### src/rtl/ssrx_pkg.sv
package ssrx_pkg;

  typedef enum logic [1:0] {
    LM_ONE  = 2'd0,
    LM_TWO  = 2'd1,
    LM_FOUR = 2'd2
  } lane_mode_e;

  typedef struct packed {
    lane_mode_e lm;
    logic       sdr;
    logic       sym8;
  } cfg_t;

  function automatic lane_mode_e decode_lanes(input logic [4:0] n);
    case (n)
      5'd2:    return LM_TWO;
      5'd4:    return LM_FOUR;
      default: return LM_ONE;
    endcase
  endfunction

  // log2 of bits per sample carried by one lane
  function automatic logic [2:0] len_shift(input cfg_t c);
    case (c.lm)
      LM_TWO:  return 3'd4;
      LM_FOUR: return 3'd3;
      default: return c.sym8 ? 3'd4 : 3'd5;
    endcase
  endfunction

  // log2 of user cycles per sample
  function automatic logic [1:0] ratio_shift(input cfg_t c);
    logic [2:0] d;
    d = len_shift(c) - (c.sdr ? 3'd2 : 3'd3);
    return d[1:0];
  endfunction

endpackage

### src/rtl/ssrx_lane_hist.sv
module ssrx_lane_hist #(
  parameter int WORD_W = 8,
  parameter int WIN_W  = 32,
  parameter int OFF_W  = 4
) (
  input  logic              clk,
  input  logic              rst,
  input  logic [WORD_W-1:0] word,
  input  logic              sdr,
  input  logic [OFF_W-1:0]  off,
  output logic [WIN_W-1:0]  window
);
  localparam int HIST_W = WIN_W + WORD_W;
  localparam int HALF_W = WORD_W / 2;

  logic [HIST_W-1:0] hist, nxt;

  always_comb begin
    if (sdr) nxt = {hist[HIST_W-HALF_W-1:0], word[WORD_W-1:HALF_W]};
    else     nxt = {hist[HIST_W-WORD_W-1:0], word};
    window = WIN_W'(nxt >> off);
  end

  always_ff @(posedge clk) begin
    if (rst) hist <= '0;
    else     hist <= nxt;
  end
endmodule

### src/rtl/ssrx_strobe_lock.sv
module ssrx_strobe_lock #(
  parameter int WORD_W = 8,
  parameter int OFF_W  = 4,
  parameter int CNT_W  = 4
) (
  input  logic              clk,
  input  logic              rst,
  input  logic [WORD_W-1:0] stb,
  input  logic              sdr,
  input  logic [2:0]        ratio_m1,
  output logic              emit,
  output logic [OFF_W-1:0]  off,
  output logic              locked
);
  localparam int POS_W = $clog2(WORD_W);

  logic             have_ref, miss1, hit, expected, match;
  logic [POS_W-1:0] kref, k, ref_idx;
  logic [CNT_W-1:0] cnt;
  logic [OFF_W-1:0] nb;

  always_comb begin
    nb  = sdr ? OFF_W'(WORD_W / 2) : OFF_W'(WORD_W);
    hit = 1'b0;
    k   = '0;
    for (int j = WORD_W - 1; j >= 0; j--) begin
      if (j < int'(nb) && stb[WORD_W-1-j]) begin
        hit = 1'b1;
        k   = POS_W'(j);
      end
    end
    ref_idx  = POS_W'(WORD_W - 1) - kref;
    expected = (cnt == CNT_W'(ratio_m1));
    match    = expected && stb[ref_idx];
    emit     = locked ? match : (hit && have_ref && expected && (k == kref));
    off      = nb - OFF_W'(kref);
  end

  always_ff @(posedge clk) begin
    if (rst) begin
      locked   <= 1'b0;
      have_ref <= 1'b0;
      miss1    <= 1'b0;
      kref     <= '0;
      cnt      <= '0;
    end else if (locked) begin
      cnt <= expected ? '0 : cnt + 1'b1;
      if (expected) begin
        if (match) miss1 <= 1'b0;
        else if (miss1) begin
          locked   <= 1'b0;
          have_ref <= 1'b0;
          miss1    <= 1'b0;
        end else miss1 <= 1'b1;
      end
    end else if (hit) begin
      kref     <= k;
      have_ref <= 1'b1;
      cnt      <= '0;
      if (have_ref && expected && (k == kref)) locked <= 1'b1;
    end else if (cnt != '1) begin
      cnt <= cnt + 1'b1;
    end
  end
endmodule

### src/rtl/ssrx_deframer.sv
module ssrx_deframer
  import ssrx_pkg::*;
#(
  parameter int LANES  = 4,
  parameter int WORD_W = 8,
  parameter int SAMP_W = 16
) (
  input  logic                    clk,
  input  logic                    rst,
  input  logic [4:0]              cfg_lanes,
  input  logic                    cfg_sdr,
  input  logic                    cfg_sym8,
  input  logic [LANES*WORD_W-1:0] lane_word,
  input  logic [WORD_W-1:0]       strobe_word,
  output logic                    out_valid,
  output logic [SAMP_W-1:0]       out_i,
  output logic [SAMP_W-1:0]       out_q
);
  localparam int WIN_W = 2 * SAMP_W;
  localparam int HALF  = SAMP_W / 2;
  localparam int OFF_W = $clog2(WORD_W) + 1;

  cfg_t              cfg_q;
  logic [2:0]        ratio_m1;
  logic              emit, is_locked, one_lane_sym8;
  logic [OFF_W-1:0]  off;
  logic [WIN_W-1:0]  win [LANES];
  logic [SAMP_W-1:0] nxt_i, nxt_q;

  always_ff @(posedge clk) begin
    if (rst) cfg_q <= '{lm: decode_lanes(cfg_lanes), sdr: cfg_sdr, sym8: cfg_sym8};
  end

  always_comb begin
    ratio_m1      = 3'((4'd1 << ratio_shift(cfg_q)) - 4'd1);
    one_lane_sym8 = (cfg_q.lm == LM_ONE) && cfg_q.sym8;
  end

  ssrx_strobe_lock #(.WORD_W(WORD_W), .OFF_W(OFF_W), .CNT_W(4)) lock_i (
    .clk(clk), .rst(rst), .stb(strobe_word), .sdr(cfg_q.sdr),
    .ratio_m1(ratio_m1), .emit(emit), .off(off), .locked(is_locked)
  );

  for (genvar l = 0; l < LANES; l++) begin : g_lane
    ssrx_lane_hist #(.WORD_W(WORD_W), .WIN_W(WIN_W), .OFF_W(OFF_W)) hist_i (
      .clk(clk), .rst(rst), .word(lane_word[l*WORD_W +: WORD_W]),
      .sdr(cfg_q.sdr), .off(off), .window(win[l])
    );
  end

  always_comb begin
    case (cfg_q.lm)
      LM_TWO: begin
        nxt_i = win[0][SAMP_W-1:0];
        nxt_q = win[1][SAMP_W-1:0];
      end
      LM_FOUR: begin
        nxt_i = {win[0][HALF-1:0], win[1][HALF-1:0]};
        nxt_q = {win[2][HALF-1:0], win[3][HALF-1:0]};
      end
      default: begin
        if (cfg_q.sym8) begin
          nxt_i = {win[0][SAMP_W-1:HALF], {HALF{1'b0}}};
          nxt_q = {win[0][HALF-1:0], {HALF{1'b0}}};
        end else begin
          nxt_i = win[0][WIN_W-1:SAMP_W];
          nxt_q = win[0][SAMP_W-1:0];
        end
      end
    endcase
  end

  always_ff @(posedge clk) begin
    if (rst) begin
      out_valid <= 1'b0;
      out_i     <= '0;
      out_q     <= '0;
    end else begin
      out_valid <= emit;
      if (emit) begin
        out_i <= nxt_i;
        out_q <= nxt_q;
      end
    end
  end
endmodule

### config.mk
export PLATFORM = sky130hd
export DESIGN_NAME = ssrx_deframer
export DESIGN_NICKNAME = d
export VERILOG_FILES = /design/src/rtl/ssrx_pkg.sv /design/src/rtl/ssrx_lane_hist.sv /design/src/rtl/ssrx_strobe_lock.sv /design/src/rtl/ssrx_deframer.sv
export SDC_FILE = /design/constraint.sdc
export NUM_CORES = 1
export LEC_CHECK = 0
export BUFFER_PORTS_ARGS = -buffer_cell sky130_fd_sc_hd__buf_2
export CORE_MARGIN = 4
export CORE_UTILIZATION = 40
export CTS_CLUSTER_SIZE = 16
export DETAILED_ROUTE_END_ITERATION = 8
export GPL_ROUTABILITY_DRIVEN = 1
export GPL_TIMING_DRIVEN = 0
export PLACE_DENSITY = 0.68
export SETUP_SLACK_MARGIN = 0.05
export SKIP_CTS_REPAIR_TIMING = 1
export SYNTH_ARGS = -nofsm -noshare
export SYNTH_HDL_FRONTEND = slang
export SYNTH_SLANG_ARGS = --single-unit
### constraint.sdc
create_clock -name clk -period 6.21 [get_ports clk]
set_input_delay 0.621 -clock clk [delete_from_list [all_inputs] [get_ports clk]]
set_output_delay 0.621 -clock clk [all_outputs]
set_load 0.05 [all_outputs]
* After elaboration in Yosys (flattened, before gate mapping)
Cells that the tools add are included.
W data, S select, Z words.
** Storage, ports and cells
- Register bits :: 191
- Bits of input ports :: 49
- Output and inout port bits :: 33
- Logic and storage cells :: 112
** Operators by class
- Add/subtract/negate cells :: 5
- $lt $le $gt $ge :: 9
- Equality and inequality tests :: 10
- Shift-type cells :: 5
- Muxes and demuxes :: 48
- Bitwise gates (word level) :: 1
- Reduce and logical (&&, ||, !) cells :: 19
** Operators with widths (number)
- $mux W40 :: 4
- $shr A40 B4 Y8 :: 2
- $pmux W16 S2 :: 2
- $shr A40 B4 Y16 :: 1
- $shr A40 B4 Y32 :: 1
- $mux W16 :: 2
- $mux W1 :: 24
- $mux W3 :: 8
- $mux W4 :: 5
- $lt A3 B4 Y1 const A :: 4
- $logic_and A1 B1 Y1 :: 14
- $lt A1 B4 Y1 const A :: 2
- $lt A2 B4 Y1 const A :: 2
- $pmux W2 S2 :: 2
- $ne A2 B2 Y1 const B :: 3
- $eq A5 B2 Y1 const B :: 1
- $eq A5 B3 Y1 const B :: 1
- $add A4 B1 Y4 const B :: 1
- $eq A4 B3 Y1 :: 1
- $lt A3 B4 Y1 const B :: 1
- $ne A4 B4 Y1 const B :: 1
- $reduce_and A2 Y1 :: 2
- $reduce_and A4 Y1 :: 1
- $sub A4 B3 Y4 :: 1
- other kinds (11) :: 11

* Logic depth before layout (Yosys ltp)
- Depth in word-level cells :: 16
- Gate-level depth with buffers :: 19
- Depth with buffers taken out :: 12

* Modules after synthesis
From an unflattened synthesis, not the netlist that was laid out.
** Second synthesis, totals
- Cells, all modules :: 2007
- Area, all modules :: 18925.7 um^2
** Modules (own cells, without submodules)
- ssrx_lane_hist (g_lane[1].hist_i ...) :: times used 3, cells an instance 429, area each 3991.3 um^2, sequential area each 720.7 um^2
- ssrx_lane_hist (g_lane[0].hist_i) :: times used 1, cells an instance 429, area each 4001.3 um^2, sequential area each 720.7 um^2
- ssrx_deframer :: times used 1, cells an instance 207, area each 2174.6 um^2, sequential area each 780.7 um^2
- ssrx_strobe_lock :: times used 1, cells an instance 84, area each 775.7 um^2, sequential area each 200.2 um^2

* Worst setup path before layout
No wires, ideal clock.
- Path type :: flip-flop to flip-flop
- Start :: reg lock_i.kref[0]
- End :: reg out_q[12]
- Setup time :: 132 ps
- Arrival time :: 3557 ps
- Path slack :: 2521 ps
- Stages on the path, launching flop included :: 16
- Period minus slack after synthesis :: 3689 ps
- Cells stage by stage :: dfxtp_1 buf_6 inv_1 buf_4 buf_4 buf_4 buf_2 ha_1 buf_6 buf_12 mux4_1 mux2_2 mux4_2 a22o_1 nor3_2 nor3_1
** On the way
- Cells in the longest elaborated chain, start to end :: 5
- Elaborated cells between the ends (all ways) :: 13
** Ends and longest elaborated chain
- start, declared :: line ssrx_strobe_lock.sv:18 : logic [POS_W-1:0] kref, k, ref_idx;
- start signal, assigned :: line ssrx_strobe_lock.sv:57 : kref <= k;
- parallel branches: the longest is 5 deep, another holds $sub A4 B3 Y4
- end signal, assigned :: line ssrx_deframer.sv:82 : out_q <= nxt_q;
- end, declared :: line ssrx_deframer.sv:17 : output logic [SAMP_W-1:0] out_q
Several ways; the timed one is not identified. The select of a mux whose other input is x is not followed.
A chain may end at the register's enable or synchronous reset.

* Worst setup path after layout
- Start :: reg lock_i.kref[0]
- End :: reg out_i[0]
** On the way
- Cells in the longest elaborated chain, start to end :: 5
- Elaborated cells between the ends (all ways) :: 12
** Ends and longest elaborated chain
- parallel branches: the longest is 5 deep, another holds $sub A4 B3 Y4
- end signal, assigned :: line ssrx_deframer.sv:81 : out_i <= nxt_i;
- end, declared :: line ssrx_deframer.sv:16 : output logic [SAMP_W-1:0] out_i,
Several ways; the timed one is not identified. The select of a mux whose other input is x is not followed.

==> flow_metrics.env <==
export IMPL_status="finished, final reports clean"
export IMPL_htree_levels=4
export IMPL_crit_slowest_cell="a2111oi_0"
export IMPL_crit_top_cell="buf_6"
export IMPL_endpoint="out_i[0]"
export IMPL_grt_max_degree=18
export IMPL_synth_flop_cell="dfxtp_1"
export IMPL_skew_ps=15.12
export IMPL_area_growth_synth_to_final_pct=12.65
export IMPL_vias=11250
export IMPL_avgSynthCellArea_um2=9.447
export IMPL_hold_viol=0
export IMPL_slew_violations=0
export IMPL_worst_setup_path_type="register to register"
export IMPL_antennaDiodeCount=0
export IMPL_gp_congestion=1.054
export IMPL_vias_per_cell=6.471
export IMPL_cp_data_required_time_ps=6510
export IMPL_r2r_start="lock_i.kref[0]"
export IMPL_cp_end_kind="register"
export IMPL_ys_ff_latch=148
export IMPL_drcViolationCount=0
export IMPL_dp_cells=1707
export IMPL_hold_depth=1
export IMPL_worst_hold_path_type="primary input to register"
export IMPL_grt_overflow=0
export IMPL_clock_sinks=148
export IMPL_yosysSeqAreaShare=0.2559
export IMPL_fin_nets=1397
export IMPL_reg2reg_slack_ps=1040
export IMPL_p_per_area_mw_per_mm2=263.4
export IMPL_min_period_over_period=0.8318
export IMPL_cp_start_kind="register"
export IMPL_core_mm2=0.02886
export IMPL_r2r_cells=18
export IMPL_numCtsBuffers=17
export IMPL_grt_setup_unrepaired="no"
export IMPL_syn_nets=1297
export IMPL_cp_startpoint="lock_i.kref[0]"
export IMPL_drive_gt1_frac=0.2288
export IMPL_async_reset_ff_frac=0
export IMPL_p_total_w=0.003481
export IMPL_synth_warnings=0
export IMPL_clockBufferDepth=2
export IMPL_ios=82
export IMPL_maxCapViolCount=0
export IMPL_fin_setup_tns_ps=0
export IMPL_arrival_ps=5470
export IMPL_wl_per_cell_um=26.44
export IMPL_r2r_end="out_i[0]"
export IMPL_grt_usage=0.2849
export IMPL_syn_area_mm2=0.01173
export IMPL_stdcell_count=1739
export IMPL_antenna_found_initial=0
export IMPL_fin_crit_ps=5165
export IMPL_path_cells="buf_6 -> inv_1 -> buf_4 -> buf_4 -> buf_4 -> buf_2 -> ha_1 -> buf_6 -> buf_6 -> buf_6 -> buf_2 -> mux4_2 -> mux2i_1 -> nand2_1 -> o21ai_0 -> o22ai_1 -> a2111oi_0 -> nor3_1"
export IMPL_antenna_left=0
export IMPL_die_x_um=179.3
export IMPL_row_count=62
export IMPL_leakage_nw=5.448
export IMPL_worst_path_largest_cell_delay_ps=680
export IMPL_clock_latency_ps=460
export IMPL_worst_pin_slew_ps=1390
export IMPL_clkTransAtPathRegs_ps=70
export IMPL_drt_total_wl_um=45980
export IMPL_port_buffers=81
export IMPL_fin_area_mm2=0.01322
export IMPL_place_area_mm2=0.01262
export IMPL_synthCells=1242
export IMPL_first_pass_iters=6
export IMPL_synth_edff_count=4
export IMPL_cts_root_buffer="clkbuf_16"
export IMPL_die_h_um=179.3
export IMPL_grt_pass1_vias=10650
export IMPL_grt_pass1_wl_um=68100
export IMPL_drt_initial_drc_count=1588
export IMPL_slew_headroom=0.06686
export IMPL_tritoncts="done"
export IMPL_dieArea_mm2=0.03214
export IMPL_dpl_hpwl_um=35890
export IMPL_peakVddDrop_uv=182.3
export IMPL_start_util=0.4066
export IMPL_setup_viol=0
export IMPL_crit_fanout=10
export IMPL_synth_distinct_cells=70
export IMPL_max_freq_ghz=0.1936
[cells by family (layout without fill, tap and decap cells)]
group	after synthesis	in the layout	share of synthesized area
and+or+nand+nor	444	444	0.1637
buffers and inverters	129	242	0.05854
DFF	148	148	0.2559
AOI/OAI and AO/OA	180	180	0.1044
adders and majority gates	6	6	0.006398
muxes	329	329	0.4066
xor gates and xnor gates	6	6	0.004479
[final cells by class]
cell class / instances / area, um2
plain buffers: 114 / 630.6
clock buffers: 18 / 439.2
clock inverters: 14 / 158.9
fillers: 2798 / 15640
inverters: 15 / 56.30
multi-input cells: 965 / 8044
flip-flops and latches: 148 / 3003
well taps: 384 / 480.5
repair buffers: 81 / 405.4
[sequential cells by signal, summed over array words and instances, names as in the netlist]
signal              cells
out_valid               1
out_q                  16
lock_i.kref             3
lock_i.have_ref         1
lock_i.cnt              4
g_lane.hist_i.hist    101
out_i                  16
lock_i.locked           1
lock_i.miss1            1
cfg_q                   4
[metal layers]
layer / global-route usage / vias up / wire length [um]
li1: - / 4881 / -
met1: 0.3905 / 5435 / 18850
met2: 0.4368 / 831 / 20140
met3: 0.07191 / 106 / 5278
met4: 0.1044 / 0 / 1708
met5: 0 / - / 0
[power breakdown]
group	total, W	switching [W]	internal (W)	leakage, nW
Clock	0.00105	0.000500	0.000552	0.292
Sequential	0.00107	0.0000606	0.00101	1.21
Combinational	0.00136	0.000864	0.000498	3.94
Total	0.00348	0.00142	0.00206	5.45
[worst max-delay path, delay by kind of cell, from the launching register on]
family / cells / cell delay [ps]
fa+ha+maj: 1 / 350
mux: 2 / 810
flops: 1 / 450
simple gates: 2 / 200
buf+inv: 10 / 2200
compound gates: 3 / 970
[layout by cell type, fill, tap and decap left out, types with 4 or more instances in the layout]
cell,Yosys,layout
a311o_1,5,5
inv_1,13,13
nor3_1,47,47
a211oi_1,14,14
nand4_1,5,5
buf_6,8,8
mux4_1,11,11
nor2b_1,7,7
a2111oi_0,4,4
mux2_2,15,15
nor2_1,208,208
nor4_1,11,11
mux4_2,102,102
buf_4,20,20
and2_1,6,6
o21ai_0,17,17
a21oi_1,46,46
buf_1,5,5
a22oi_1,19,19
clkbuf_1,39,39
ha_1,6,6
clkbuf_16,0,17
edfxtp_1,4,4
nand3_1,22,22
a311oi_1,4,4
o22ai_1,24,24
buf_2,41,122
dfxtp_1,144,144
inv_8,0,6
o211ai_1,15,15
mux2i_1,200,200
nand2_1,113,113
[worst min-delay path by stage]
stage | startpoint | to | slack (ps)
after floorplan | lock_i.miss1 | lock_i.miss1 | 440
after global placement | lock_i.miss1 | lock_i.miss1 | 470
after detailed placement | lock_i.miss1 | lock_i.miss1 | 470
after CTS | cfg_sym8 | cfg_q[0] | 330
after global routing | cfg_sym8 | cfg_q[0] | 340
final | cfg_sym8 | cfg_q[0] | 360
[cell usage after synthesis, types with 4 or more instances]
master     instances  area [um2]
nor2_1           208       780.8
mux2i_1          200        2002
dfxtp_1          144        2883
nand2_1          113       424.2
mux4_2           102        2297
nor3_1            47       235.2
a21oi_1           46       230.2
buf_2             41       205.2
clkbuf_1          39       146.4
o22ai_1           24       150.1
nand3_1           22       110.1
buf_4             20       150.1
a22oi_1           19       142.6
o21ai_0           17       85.08
mux2_2            15       168.9
o211ai_1          15       112.6
a211oi_1          14       105.1
inv_1             13       48.80
mux4_1            11       289.0
nor4_1            11       68.82
buf_6              8       90.09
nor2b_1            7       43.79
and2_1             6       37.54
ha_1               6       75.07
a311o_1            5       50.05
buf_1              5       18.77
nand4_1            5       31.28
a2111oi_0          4       35.03
a311oi_1           4       35.03
edfxtp_1           4       120.1
[per-stage QoR]
step | hold WS, ps | utilization | setup WS, ps
CTS | 334.9 | 0.4580 | 1186
finish | 356.6 | 0.4580 | 1045
detailed placement | 470.3 | 0.4373 | 1226
global placement | 466.6 | 0.4373 | 1285
global route | 342.7 | 0.4580 | 833.7
floorplan | 444.3 | - | 2521
No activity file was read; power rests on OpenSTA's default activity.
